<file path="config.mk">
export PLATFORM = sky130hd
export DESIGN_NAME = evt_timer16
export DESIGN_NICKNAME = d
export VERILOG_FILES = /design/src/rtl/tmr16_pkg.sv /design/src/rtl/tmr16_trig_edge.sv /design/src/rtl/tmr16_ctl_reg.sv /design/src/rtl/tmr16_count_core.sv /design/src/rtl/tmr16_out_tog.sv /design/src/rtl/evt_timer16.sv
export SDC_FILE = /design/constraint.sdc
export NUM_CORES = 1
export LEC_CHECK = 0
export BUFFER_PORTS_ARGS = -buffer_cell sky130_fd_sc_hd__buf_2
export CAP_MARGIN = 20
export CORE_MARGIN = 3
export CORE_UTILIZATION = 25
export CTS_CLUSTER_SIZE = 28
export DETAILED_ROUTE_END_ITERATION = 8
export PLACE_DENSITY = 0.5
export SETUP_SLACK_MARGIN = 0.02
export SYNTH_ARGS = -nofsm -noshare
export SYNTH_HDL_FRONTEND = slang
export SYNTH_SLANG_ARGS = --single-unit
</file>
<file path="constraint.sdc">
create_clock -name clk -period 3.2 [get_ports clk]
set_input_delay 0.64 -clock clk [delete_from_list [all_inputs] [get_ports clk]]
set_output_delay 0.64 -clock clk [all_outputs]
set_load 0.005 [all_outputs]
</file>
<file path="src/rtl/tmr16_pkg.sv">
package tmr16_pkg;

   localparam int CTL_W       = 8;
   localparam int OVF_BIT     = 0;
   localparam int TSEL_BIT    = 1;
   localparam int MODE_LSB    = 2;
   localparam int MODE_MSB    = 3;

   typedef enum logic [1:0] {
      MODE_STOP  = 2'b00,
      MODE_FREE  = 2'b01,
      MODE_TRIG  = 2'b10,
      MODE_MATCH = 2'b11
   } tmr_mode_e;

   typedef enum logic [1:0] {
      EDGE_FALL = 2'b00,
      EDGE_RISE = 2'b01,
      EDGE_NONE = 2'b10,
      EDGE_BOTH = 2'b11
   } edge_sel_e;

endpackage

</file>
<file path="src/rtl/tmr16_trig_edge.sv">
module tmr16_trig_edge
   import tmr16_pkg::*;
#(
   parameter int SYNC_STAGES = 2
) (
   input  logic      clk,
   input  logic      rst_n,
   input  logic      trig_in,
   input  edge_sel_e edge_sel,
   output logic      trig_ev
);

   localparam int CHAIN_W = SYNC_STAGES + 1;

   if (SYNC_STAGES < 2) begin : g_bad_sync
      $error("tmr16_trig_edge: SYNC_STAGES must be at least 2");
   end

   // chain[SYNC_STAGES-1] is the synchronized level, chain[SYNC_STAGES] the one before
   logic [CHAIN_W-1:0] chain_q;
   logic               lvl_now, lvl_old;

   always_ff @(posedge clk or negedge rst_n) begin
      if (!rst_n) chain_q <= '0;
      else        chain_q <= {chain_q[CHAIN_W-2:0], trig_in};
   end

   assign lvl_now = chain_q[SYNC_STAGES-1];
   assign lvl_old = chain_q[SYNC_STAGES];

   always_comb begin
      unique case (edge_sel)
         EDGE_FALL: trig_ev = lvl_old & ~lvl_now;
         EDGE_RISE: trig_ev = ~lvl_old & lvl_now;
         EDGE_NONE: trig_ev = 1'b0;
         EDGE_BOTH: trig_ev = lvl_old ^ lvl_now;
         default:   trig_ev = 1'b0;
      endcase
   end

   // the reserved select never yields an event
   a_r12_none_quiet: assert property (@(posedge clk) disable iff (!rst_n)
      (edge_sel == EDGE_NONE) |-> !trig_ev);

endmodule

</file>
<file path="src/rtl/tmr16_ctl_reg.sv">
module tmr16_ctl_reg
   import tmr16_pkg::*;
(
   input  logic             clk,
   input  logic             rst_n,
   input  logic             wr_en,
   input  logic [CTL_W-1:0] wdata,
   input  logic             hw_ovf,
   output tmr_mode_e        mode,
   output logic             tsel,
   output logic             ovf,
   output logic [CTL_W-1:0] rdata
);

   tmr_mode_e mode_q, mode_d;
   logic      tsel_q, tsel_d;
   logic      ovf_q,  ovf_d;
   logic      unused_rsvd;

   assign unused_rsvd = ^wdata[CTL_W-1:MODE_MSB+1];

   always_comb begin
      mode_d = mode_q;
      tsel_d = tsel_q;
      if (wr_en) begin
         mode_d = tmr_mode_e'(wdata[MODE_MSB:MODE_LSB]);
         tsel_d = wdata[TSEL_BIT];
      end
      // hardware wrap beats a software clear
      if (hw_ovf)     ovf_d = 1'b1;
      else if (wr_en) ovf_d = wdata[OVF_BIT];
      else            ovf_d = ovf_q;
      // a halted counter always shows a clear flag
      if (mode_d == MODE_STOP) ovf_d = 1'b0;
   end

   always_ff @(posedge clk or negedge rst_n) begin
      if (!rst_n) begin
         mode_q <= MODE_STOP;
         tsel_q <= 1'b0;
         ovf_q  <= 1'b0;
      end else begin
         mode_q <= mode_d;
         tsel_q <= tsel_d;
         ovf_q  <= ovf_d;
      end
   end

   assign mode = mode_q;
   assign tsel = tsel_q;
   assign ovf  = ovf_q;

   always_comb begin
      rdata                    = '0;
      rdata[MODE_MSB:MODE_LSB] = mode_q;
      rdata[TSEL_BIT]          = tsel_q;
      rdata[OVF_BIT]           = ovf_q;
   end

   // reserved bits read back as zero
   a_r2_rsvd_zero: assert property (@(posedge clk) disable iff (!rst_n)
      rdata[CTL_W-1:MODE_MSB+1] == '0);

   // wrap wins over a same-edge clear unless the write stops the counter
   a_r6_hw_wins: assert property (@(posedge clk) disable iff (!rst_n)
      (hw_ovf && !(wr_en && wdata[MODE_MSB:MODE_LSB] == 2'b00)) |=> ovf_q);

   // a stop write clears the flag
   a_r7_stop_clears: assert property (@(posedge clk) disable iff (!rst_n)
      (wr_en && wdata[MODE_MSB:MODE_LSB] == 2'b00) |=> !ovf_q);

   // the flag stays clear while halted
   a_r7_stop_holds: assert property (@(posedge clk) disable iff (!rst_n)
      (mode_q == MODE_STOP && !wr_en) |=> !ovf_q);

endmodule

</file>
<file path="src/rtl/tmr16_count_core.sv">
module tmr16_count_core
   import tmr16_pkg::*;
#(
   parameter int CNT_W = 16,
   parameter int N_CMP = 2
) (
   input  logic                        clk,
   input  logic                        rst_n,
   input  tmr_mode_e                   mode,
   input  logic                        tick,
   input  logic                        trig_ev,
   input  logic [N_CMP-1:0][CNT_W-1:0] cmp,
   output logic [CNT_W-1:0]            cnt,
   output logic                        run,
   output logic                        match_any,
   output logic                        hw_ovf
);

   localparam logic [CNT_W-1:0] CNT_MAX = '1;

   if (CNT_W < 2 || CNT_W > 32) begin : g_bad_width
      $error("tmr16_count_core: CNT_W must lie in 2..32");
   end
   if (N_CMP < 1) begin : g_bad_ncmp
      $error("tmr16_count_core: N_CMP must be at least 1");
   end

   logic [CNT_W-1:0] cnt_q;
   logic [N_CMP-1:0] hit;
   logic             restart;

   assign run = (mode != MODE_STOP);

   for (genvar g = 0; g < N_CMP; g++) begin : g_cmp
      assign hit[g] = run && tick && (cnt_q == cmp[g]);
   end

   assign match_any = |hit;

   always_comb begin
      unique case (mode)
         MODE_TRIG:  restart = trig_ev;
         MODE_MATCH: restart = hit[0];
         default:    restart = 1'b0;
      endcase
   end

   assign hw_ovf = run && tick && !restart && (cnt_q == CNT_MAX);

   always_ff @(posedge clk or negedge rst_n) begin
      if (!rst_n)       cnt_q <= '0;
      else if (!run)    cnt_q <= '0;
      else if (restart) cnt_q <= '0;
      else if (tick)    cnt_q <= cnt_q + 1'b1;
   end

   assign cnt = cnt_q;

   // halted mode drives the count to zero
   a_r3_stop_zero: assert property (@(posedge clk) disable iff (!rst_n)
      !run |=> (cnt_q == '0));

   // no tick and no restart leaves the count alone
   a_r4_hold: assert property (@(posedge clk) disable iff (!rst_n)
      (run && !tick && !restart) |=> (cnt_q == $past(cnt_q)));

   // a ticked step adds one
   a_r4_step: assert property (@(posedge clk) disable iff (!rst_n)
      (run && tick && !restart) |=> (cnt_q == CNT_W'($past(cnt_q) + 1'b1)));

   // a restart lands on zero
   a_r9_restart_zero: assert property (@(posedge clk) disable iff (!rst_n)
      (run && restart) |=> (cnt_q == '0));

   // a wrap lands on zero
   a_r5_wrap_zero: assert property (@(posedge clk) disable iff (!rst_n)
      hw_ovf |=> (cnt_q == '0));

endmodule

</file>
<file path="src/rtl/tmr16_out_tog.sv">
module tmr16_out_tog (
   input  logic clk,
   input  logic rst_n,
   input  logic run,
   input  logic tsel,
   input  logic match_any,
   input  logic trig_ev,
   output logic tout
);

   logic tout_q;
   logic flip;

   assign flip = run && (match_any || (tsel && trig_ev));

   always_ff @(posedge clk or negedge rst_n) begin
      if (!rst_n)    tout_q <= 1'b0;
      else if (flip) tout_q <= ~tout_q;
   end

   assign tout = tout_q;

   // output frozen while halted
   a_r3_out_frozen: assert property (@(posedge clk) disable iff (!rst_n)
      !run |=> $stable(tout_q));

   // a compare match inverts the output
   a_r10_match_flip: assert property (@(posedge clk) disable iff (!rst_n)
      (run && match_any) |=> (tout_q != $past(tout_q)));

   // a selected trigger edge inverts the output
   a_r11_trig_flip: assert property (@(posedge clk) disable iff (!rst_n)
      (run && tsel && trig_ev) |=> (tout_q != $past(tout_q)));

endmodule

</file>
<file path="src/rtl/evt_timer16.sv">
module evt_timer16
   import tmr16_pkg::*;
#(
   parameter int CNT_W       = 16,
   parameter int SYNC_STAGES = 2
) (
   input  logic             clk,
   input  logic             rst_n,
   input  logic             cnt_tick,
   input  logic             trig_in,
   input  logic [1:0]       trig_edge_sel,
   input  logic [CNT_W-1:0] cmp0,
   input  logic [CNT_W-1:0] cmp1,
   input  logic             ctl_we,
   input  logic [7:0]       ctl_wdata,
   output logic [7:0]       ctl_rdata,
   output logic [CNT_W-1:0] count,
   output logic             tout
);

   localparam int N_CMP = 2;

   tmr_mode_e                   mode;
   logic                        tsel, ovf, trig_ev, run, match_any, hw_ovf;
   logic [N_CMP-1:0][CNT_W-1:0] cmp_vec;
   logic                        unused_ovf;

   assign cmp_vec    = {cmp1, cmp0};
   assign unused_ovf = ovf;

   tmr16_trig_edge #(.SYNC_STAGES(SYNC_STAGES)) u_edge (
      .clk      (clk),
      .rst_n    (rst_n),
      .trig_in  (trig_in),
      .edge_sel (edge_sel_e'(trig_edge_sel)),
      .trig_ev  (trig_ev)
   );

   tmr16_ctl_reg u_ctl (
      .clk    (clk),
      .rst_n  (rst_n),
      .wr_en  (ctl_we),
      .wdata  (ctl_wdata),
      .hw_ovf (hw_ovf),
      .mode   (mode),
      .tsel   (tsel),
      .ovf    (ovf),
      .rdata  (ctl_rdata)
   );

   tmr16_count_core #(.CNT_W(CNT_W), .N_CMP(N_CMP)) u_core (
      .clk       (clk),
      .rst_n     (rst_n),
      .mode      (mode),
      .tick      (cnt_tick),
      .trig_ev   (trig_ev),
      .cmp       (cmp_vec),
      .cnt       (count),
      .run       (run),
      .match_any (match_any),
      .hw_ovf    (hw_ovf)
   );

   tmr16_out_tog u_out (
      .clk       (clk),
      .rst_n     (rst_n),
      .run       (run),
      .tsel      (tsel),
      .match_any (match_any),
      .trig_ev   (trig_ev),
      .tout      (tout)
   );

   // a wrap shows in the readable flag one edge later
   a_r5_ovf_visible: assert property (@(posedge clk) disable iff (!rst_n)
      (hw_ovf && !(ctl_we && ctl_wdata[3:2] == 2'b00)) |=> ctl_rdata[0]);

endmodule

</file>
==> results.tsv, run 1 <==
stage	metric	value	unit
timing	Hold Vio Cnt, Final	0	
clocking	Post-CTS Setup Bufs	0	
timing	final worst path period share	0.648	
clocking	Longest Clk Path Bufs	2	
clocking	CTS Buf Count	3	
drt	total wire length	4.22	mm
setup_path	max incr delay on CP	0.51	ns
clocking	CTS tree	yes	
timing	Max Freq	482	MHz
drt	Iter 0 DRT Violations	23	
timing	min Tclk post-route	2.07	ns
synth	asr flop ratio synth	1.00	
synth	Post-Synth Adder-Cell Area	0.0231	
synth	sequential fraction of the synthesis area	0.369	
die	die width	86.7	µm
synth	most common cell in the netlist	xor2_1	
hold_path	Hold/Removal Path Class	in2async	
timing	Worst-Margin Slew	0.627	ns
synth	top post-synthesis cells by count	xor2_1 (32), dfrtp_1 (24), nor2_1 (22), xnor2_1 (15)	
clocking	clock sinks	24	
clocking	CTS root buf	clkbuf_8	
synth	post-synthesis sequential element count	24	
drt	wire per inst	13.8	µm
clocking	H-tree depth	1	
timing	unrepaired setup endpoints after global routing	no	
drt	Final ANT Viol Nets	0	
timing	max-slew violations	0	
synth	Simple-Gate Fraction of Synth Area	0.205	
setup_path	Buffers & Inverters on Critical Path	0	
clocking	clk_lat worst skew	0.27	ns
timing	Slew headroom	0.578	
die	Core ar.	6100	µm²
timing	Fin Setup TNS	0	ns
synth	main area contributors after synthesis	dfrtp_1 (37%), xor2_1 (17%), xnor2_1 (8.1%)	
drt	vias	1395	
synth	XOR/XNOR Fraction of Synth Area	0.253	
synth	unique cell type count in the Yosys netlist	34	
setup_path	crit end category	flop	
setup_path	CP delay by family, top	simple AND/OR/NAND/NOR gates	
synth	biggest area consumer among synthesized cells	dfrtp_1	
global_routing	first-pass GRT wire length	6.69	mm
synth	combinational family with the most area after synthesis	XOR/XNOR gates	
global_routing	antenna violations before repair	0	
synth	share of the synthesized area in the top cell type	0.369	
synth	Ys Warns	0	
setup_path	CP startpoint kind	flop	
drt	via/cell ratio	4.57	
flow_run	Max Cap Viol	0	
final_layout	area grow syn2layout	24.4	%
setup_path	Worst EP required	3.37	ns
power_and_ir_drop	Pwr per Cell Area	410	nW/µm²
setup_path	crit-path cells	xor2_1, nor4_1, nand2_1, or2_2, a2111oi_2	
power_and_ir_drop	Max VDD drop	0.267	mV
final_layout	# diodes	0	
die	Boundary Pins	72	
timing	Worst Skew	0.00246	ns
die	Core Rows	28	
clocking	Clk pin slew, worst setup/hold paths	0.09	ns
setup_path	Worst Path Max Fanout	8	
placed_design	placer's final routability congestion estimate	0.728	
timing	final setup fails	0	
placed_design	hpwl dp	3.40	mm
global_routing	grt ovf	0	
global_routing	vias in the first global route	1357	
drt	DRT Pass-1 Iters	4	
global_routing	largest net degree at the start of global routing	25	
clocking	CTS Hold Buffers Added	0	
clocking	post-cts gate resize count	0	
synth	Compound-Gate Fraction of Synth Area	0.0492	
final_layout	fraction of layout cells with a size suffix above 1	0.335	
synth	Mean Syn Cell Area	9.30	µm²
setup_path	WS Path Type	reg2reg	
synth	EDFF count, synth	0	
die	Die ar.	7520	µm²
outcome	outcome	finished clean	
power_and_ir_drop	Lkg Pwr	1.01	nW
drt	DRC	0	
die	Initial Utilization	0.267	
setup_path	CP arrival	2.24	ns
synth	dominant synthesized flop cell	dfrtp_1	
power_and_ir_drop	Total Power	0.829	mW
final_layout	nets@finish	281	
synth	Netlist Area Pre-Place	1630	µm²
die	Die Y	86.7	µm
synth	multiplexer share of the synthesized area	0.0261	
placed_design	# port buffers	63	
synth	Mapped Cells	175	
setup_path	Critical-path top delay cell	nor4_1	
global_routing	GR Util All Layers	0.115	
==> cell type report <==
class	count	area, µm²
multi-input cells	134	921
fillers	651	4070
well taps	75	93.8
flip-flops and latches	24	601
clock inverters	1	30.0
clock buffers	3	41.3
inverters	4	15.0
repair buffers	64	323
==> flip-flops by register name, summed over array words and instances (netlist names) <==
name / flops
u_ctl.mode: 2
u_out.tout: 1
u_core.cnt: 16
u_ctl.tsel: 1
u_edge.chain_q: 3
u_ctl.ovf: 1
==> where the power goes <==
part | switching [mW] | internal [mW] | total, mW
combinational | 0.0903 | 0.0947 | 0.185
clock | 0.105 | 0.167 | 0.272
sequential | 0.0433 | 0.329 | 0.372
==> through the flow <==
step	util	instances	setup slack (ns)	cell area, µm²	hold WS, ns
6_report	0.332	305	1.13	2020	0.355
2_1_floorplan	-	178	1.23	1640	0.331
3_3_place_gp	0.320	301	0.894	1950	0.336
4_1_cts	0.332	305	1.14	2020	0.359
3_5_place_dp	0.320	301	0.883	1950	0.337
5_1_grt	0.332	305	0.940	2020	0.365
==> worst paths after layout <==
check / depth (start not counted) / to / slack (ns) / startpoint
min in group clk: 0 / u_edge.chain_q[1]$_DFF_PN0_ / 0.36 / u_edge.chain_q[0]$_DFF_PN0_
max reg2reg: 5 / u_out.tout$_DFFE_PN0P_ / 1.13 / u_core.cnt[5]$_DFFE_PN0P_
min reg2reg: 0 / u_edge.chain_q[1]$_DFF_PN0_ / 0.36 / u_edge.chain_q[0]$_DFF_PN0_
max: 5 / u_out.tout$_DFFE_PN0P_ / 1.13 / u_core.cnt[5]$_DFFE_PN0P_
min: 1 / u_core.cnt[12]$_DFFE_PN0P_ / 0.36 / rst_n
max in group asynchronous: 1 / u_ctl.ovf$_DFFE_PN0P_ / 2.46 / rst_n
==> layer usage <==
| metal | vias up | GRT usage | share of wire | routed length [µm] |
|---|---|---|---|---|
| met5 | - | 0 | 0 | 0 |
| met4 | 0 | 0.0269 | 0.010 | 43 |
| met3 | 4 | 0.0285 | 0.061 | 258 |
| met2 | 43 | 0.184 | 0.46 | 1940 |
| met1 | 662 | 0.157 | 0.47 | 1970 |
| li1 | 686 | - | - | - |
==> cell families (layout without fill, tap and decap cells) <==
| group | after synthesis | in the layout |
|---|---|---|
| compound gates | 10 | 10 |
| xor+xnor | 47 | 47 |
| fa+ha+maj | 3 | 3 |
| buf+inv | 20 | 72 |
| flops | 24 | 24 |
| mux | 4 | 4 |
| other cells | 1 | 4 |
| simple gates | 66 | 66 |
==> cell usage in the layout (no fill, tap or decap), types with 3 or more instances in the layout <==
master and n:
nand3_1 7, nand4_1 9, inv_1 4, clkbuf_8 3, xnor2_1 15, nand2_1 9, xor2_1 32, dfrtp_1 24
nor2_1 22, nor3_1 6, ha_1 3, nor4_1 4, buf_2 63, conb_1 4
(Power assumes the default switching activity.)
==> inputs of run 2 (changes only) <==
--- a/config.mk
+++ b/config.mk
@@ -11,7 +11,7 @@
 export CORE_UTILIZATION = 25
 export CTS_CLUSTER_SIZE = 28
 export DETAILED_ROUTE_END_ITERATION = 8
-export PLACE_DENSITY = 0.5
+export PLACE_DENSITY = 0.51
 export SETUP_SLACK_MARGIN = 0.02
 export SYNTH_ARGS = -nofsm -noshare
 export SYNTH_HDL_FRONTEND = slang
==> constraint.sdc (replaced) <==
create_clock -name clk -period 1.7 [get_ports clk]
set_input_delay 0.34 -clock clk [delete_from_list [all_inputs] [get_ports clk]]
set_output_delay 0.34 -clock clk [all_outputs]
set_load 0.005 [all_outputs]
==> run 2 against run 1 <==
Compared with the run above:
- the flow now finishes with violations (negative setup slack)
- largest power group unchanged
- largest cell class unchanged
- sequential share of layout area decreased by 3.9 points
- clock power up 91%
- combinational power grew to 2.7 times the previous value
- non-clock buffer count increased by 26
- highest routed layer unchanged
- flip-flop and latch count unchanged
- critical path depth unchanged
- power rose by 100%
- die area stayed put
- utilization up 5.1 points
- worst setup slack worse by 1.2 ns
==> results.tsv, run 2 (same netlist as run 1, synthesis figures left out) <==
stage	metric	value	unit	change
placed_design	placer's final routability congestion estimate	0.842		+16%
outcome	violated checks	negative setup slack		
placed_design	placed cells	324		+7.6%
final_layout	final core utilization	0.383		+0.0507
final_layout	# diodes	0		unchanged
die	Boundary Pins	72		unchanged
drt	total wire length	4.83	mm	+14%
timing	Slew headroom	0.606		+0.0277
outcome	outcome	finished with violations		
setup_path	Worst EP required	1.88	ns	-1.49 ns
timing	Worst-Margin Slew	0.591	ns	-0.0357 ns
die	die width	86.7	µm	unchanged
final_layout	fillers	646		-0.77%
power_and_ir_drop	Total Power	1.69	mW	+100%
global_routing	GR Util All Layers	0.131		+0.0160
power_and_ir_drop	Pwr per Cell Area	725	nW/µm²	+77%
drt	DRC	0		unchanged
final_layout	Largest register FFs	16		unchanged
setup_path	FF-to-FF End	u_out.tout$_DFFE_PN0P_		
final_layout	commonest non-fill, non-tap cell in the layout	buf_2		
clocking	CTS Hold Buffers Added	0		unchanged
drt	vias	1490		+6.8%
global_routing	grt ovf	0		unchanged
die	Die ar.	7520	µm²	unchanged
setup_path	reg2reg setup slack	-0.09	ns	-1.21 ns
global_routing	largest net degree at the start of global routing	25		unchanged
setup_path	reg2reg start	u_core.cnt[11]$_DFFE_PN0P_		
die	Die Y	86.7	µm	unchanged
clocking	H-tree depth	1		unchanged
timing	unrepaired setup endpoints after global routing	yes		
drt	Iter 0 DRT Violations	55		+140%
placed_design	hpwl dp	3.84	mm	+13%
die	Core Rows	28		unchanged
timing	final setup fails	18		+18
clocking	clk_lat worst skew	0.27	ns	about the same
global_routing	antenna violations before repair	0		unchanged
clocking	clock sinks	24		unchanged
hold_path	Hold/Removal Path Class	in2async		
final_layout	final cell count without fillers	331		+8.5%
drt	Final ANT Viol Nets	0		unchanged
timing	Final WS setup	-0.0870	ns	-1.21 ns
setup_path	Register-to-Register Path Depth	5		unchanged
global_routing	first-pass GRT wire length	7.62	mm	+14%
power_and_ir_drop	Lkg Pwr	1.15	nW	+14%
final_layout	fraction of layout cells with a size suffix above 1	0.477		+0.142
drt	wire per inst	14.6	µm	+5.4%
setup_path	WS Path Type	reg2reg		
clocking	CTS root buf	clkbuf_8		
clocking	CTS tree	yes		
timing	Hold Vio Cnt, Final	0		unchanged
placed_design	dpl ws	-0.114	ns	-0.997 ns
setup_path	Worst Path Max Fanout	3		-5
final_layout	nets@finish	307		+9.3%
global_routing	vias in the first global route	1497		+10%
timing	Worst Skew	0.00817	ns	+0.00572 ns
clocking	Longest Clk Path Bufs	2		unchanged
die	Core ar.	6100	µm²	unchanged
timing	max-slew violations	0		unchanged
final_layout	area grow syn2layout	43.4	%	
setup_path	crit end category	flop		
die	Initial Utilization	0.267		unchanged
flow_run	Max Cap Viol	0		unchanged
placed_design	# port buffers	63		unchanged
timing	final worst path period share	1.05		+0.403
drt	DRT Pass-1 Iters	4		unchanged
final_layout	most frequent cells in the layout	buf_2 (63), xor2_1 (32), buf_4 (23), dfrtp_1 (23), xnor2_1 (15)		
clocking	Clk pin slew, worst setup/hold paths	0.10	ns	about the same
drt	via/cell ratio	4.50		-1.6%
setup_path	CP startpoint kind	flop		
timing	Max Freq	560	MHz	+16%
clocking	CTS Buf Count	3		unchanged
timing	min Tclk post-route	1.79	ns	-0.287 ns
power_and_ir_drop	Max VDD drop	0.388	mV	+45%
setup_path	CP arrival	1.96	ns	-0.28 ns
run 2: changes by cell type in the layout (fill, tap and decap cells not counted), sizes merged:
cell,delta
buf,+26
run 2: what timing repair did:
item                       in CTS  in global routing
gates resized for setup        16                 10
setup buffers                   1                  1
pin swaps                      15                 11
setup endpoints to repair      18                 18
cloned                          1                  0
run 2: worst max path at each step:
stage	startpoint	end	slack (ns)	cells after the start
3_3_place_gp	cmp0[3]	u_out.tout$_DFFE_PN0P_	-0.09	6
4_1_cts	u_core.cnt[11]$_DFFE_PN0P_	u_out.tout$_DFFE_PN0P_	-0.13	5
2_1_floorplan	u_core.cnt[4]$_DFFE_PN0P_	u_out.tout$_DFFE_PN0P_	-0.08	6
6_report	u_core.cnt[11]$_DFFE_PN0P_	u_out.tout$_DFFE_PN0P_	-0.09	5
5_1_grt	u_core.cnt[8]$_DFFE_PN0P_	u_out.tout$_DFFE_PN0P_	-0.19	6
3_5_place_dp	cmp0[3]	u_out.tout$_DFFE_PN0P_	-0.11	6
run 2: cell type report:
class,count,area (µm²),area share
clock buffers,3,41.3,0.0177
clock inverters,1,30.0,0.0129
inverters,4,15.0,0.00643
multi-input cells,134,1020,0.436
flip-flops and latches,24,602,0.258
well taps,75,93.8,0.0402
repair buffers,90,533,0.228
run 2: metal layers:
layer  vias to the layer above  global-route usage  share of wire
li1                        734                   -              -
met1                       711               0.171           0.43
met2                        41               0.222           0.50
met3                         4              0.0285          0.058
met4                         0              0.0312         0.0091
met5                         -                   0              0
run 2: through the flow:
| stage | setup TNS [ns] | hold slack, ns | cell area [µm²] |
|---|---|---|---|
| floorplan | -0.462 | 0.0444 | 1680 |
| global placement | -0.632 | 0.337 | 2140 |
| detailed placement | -1.02 | 0.336 | 2140 |
| CTS | -0.222 | 0.0729 | 2290 |
| global route | -2.95 | 0.0945 | 2330 |
| finish | -0.771 | 0.0523 | 2330 |
run 2: critical path: stages, from the launching register on:
cell	delay, ns
dfrtp_1	0.44
xor2_1	0.18
or4_4	0.49
nor3_4	0.16
a211oi_2	0.12
a2111oi_4	0.31
run 2: power breakdown:
group          leakage (nW)  internal [mW]  switching, mW  total [mW]
clock                0.0357          0.315          0.203       0.519
sequential            0.314          0.621         0.0507       0.671
combinational         0.802          0.254          0.248       0.502
total                  1.15           1.19          0.502        1.69
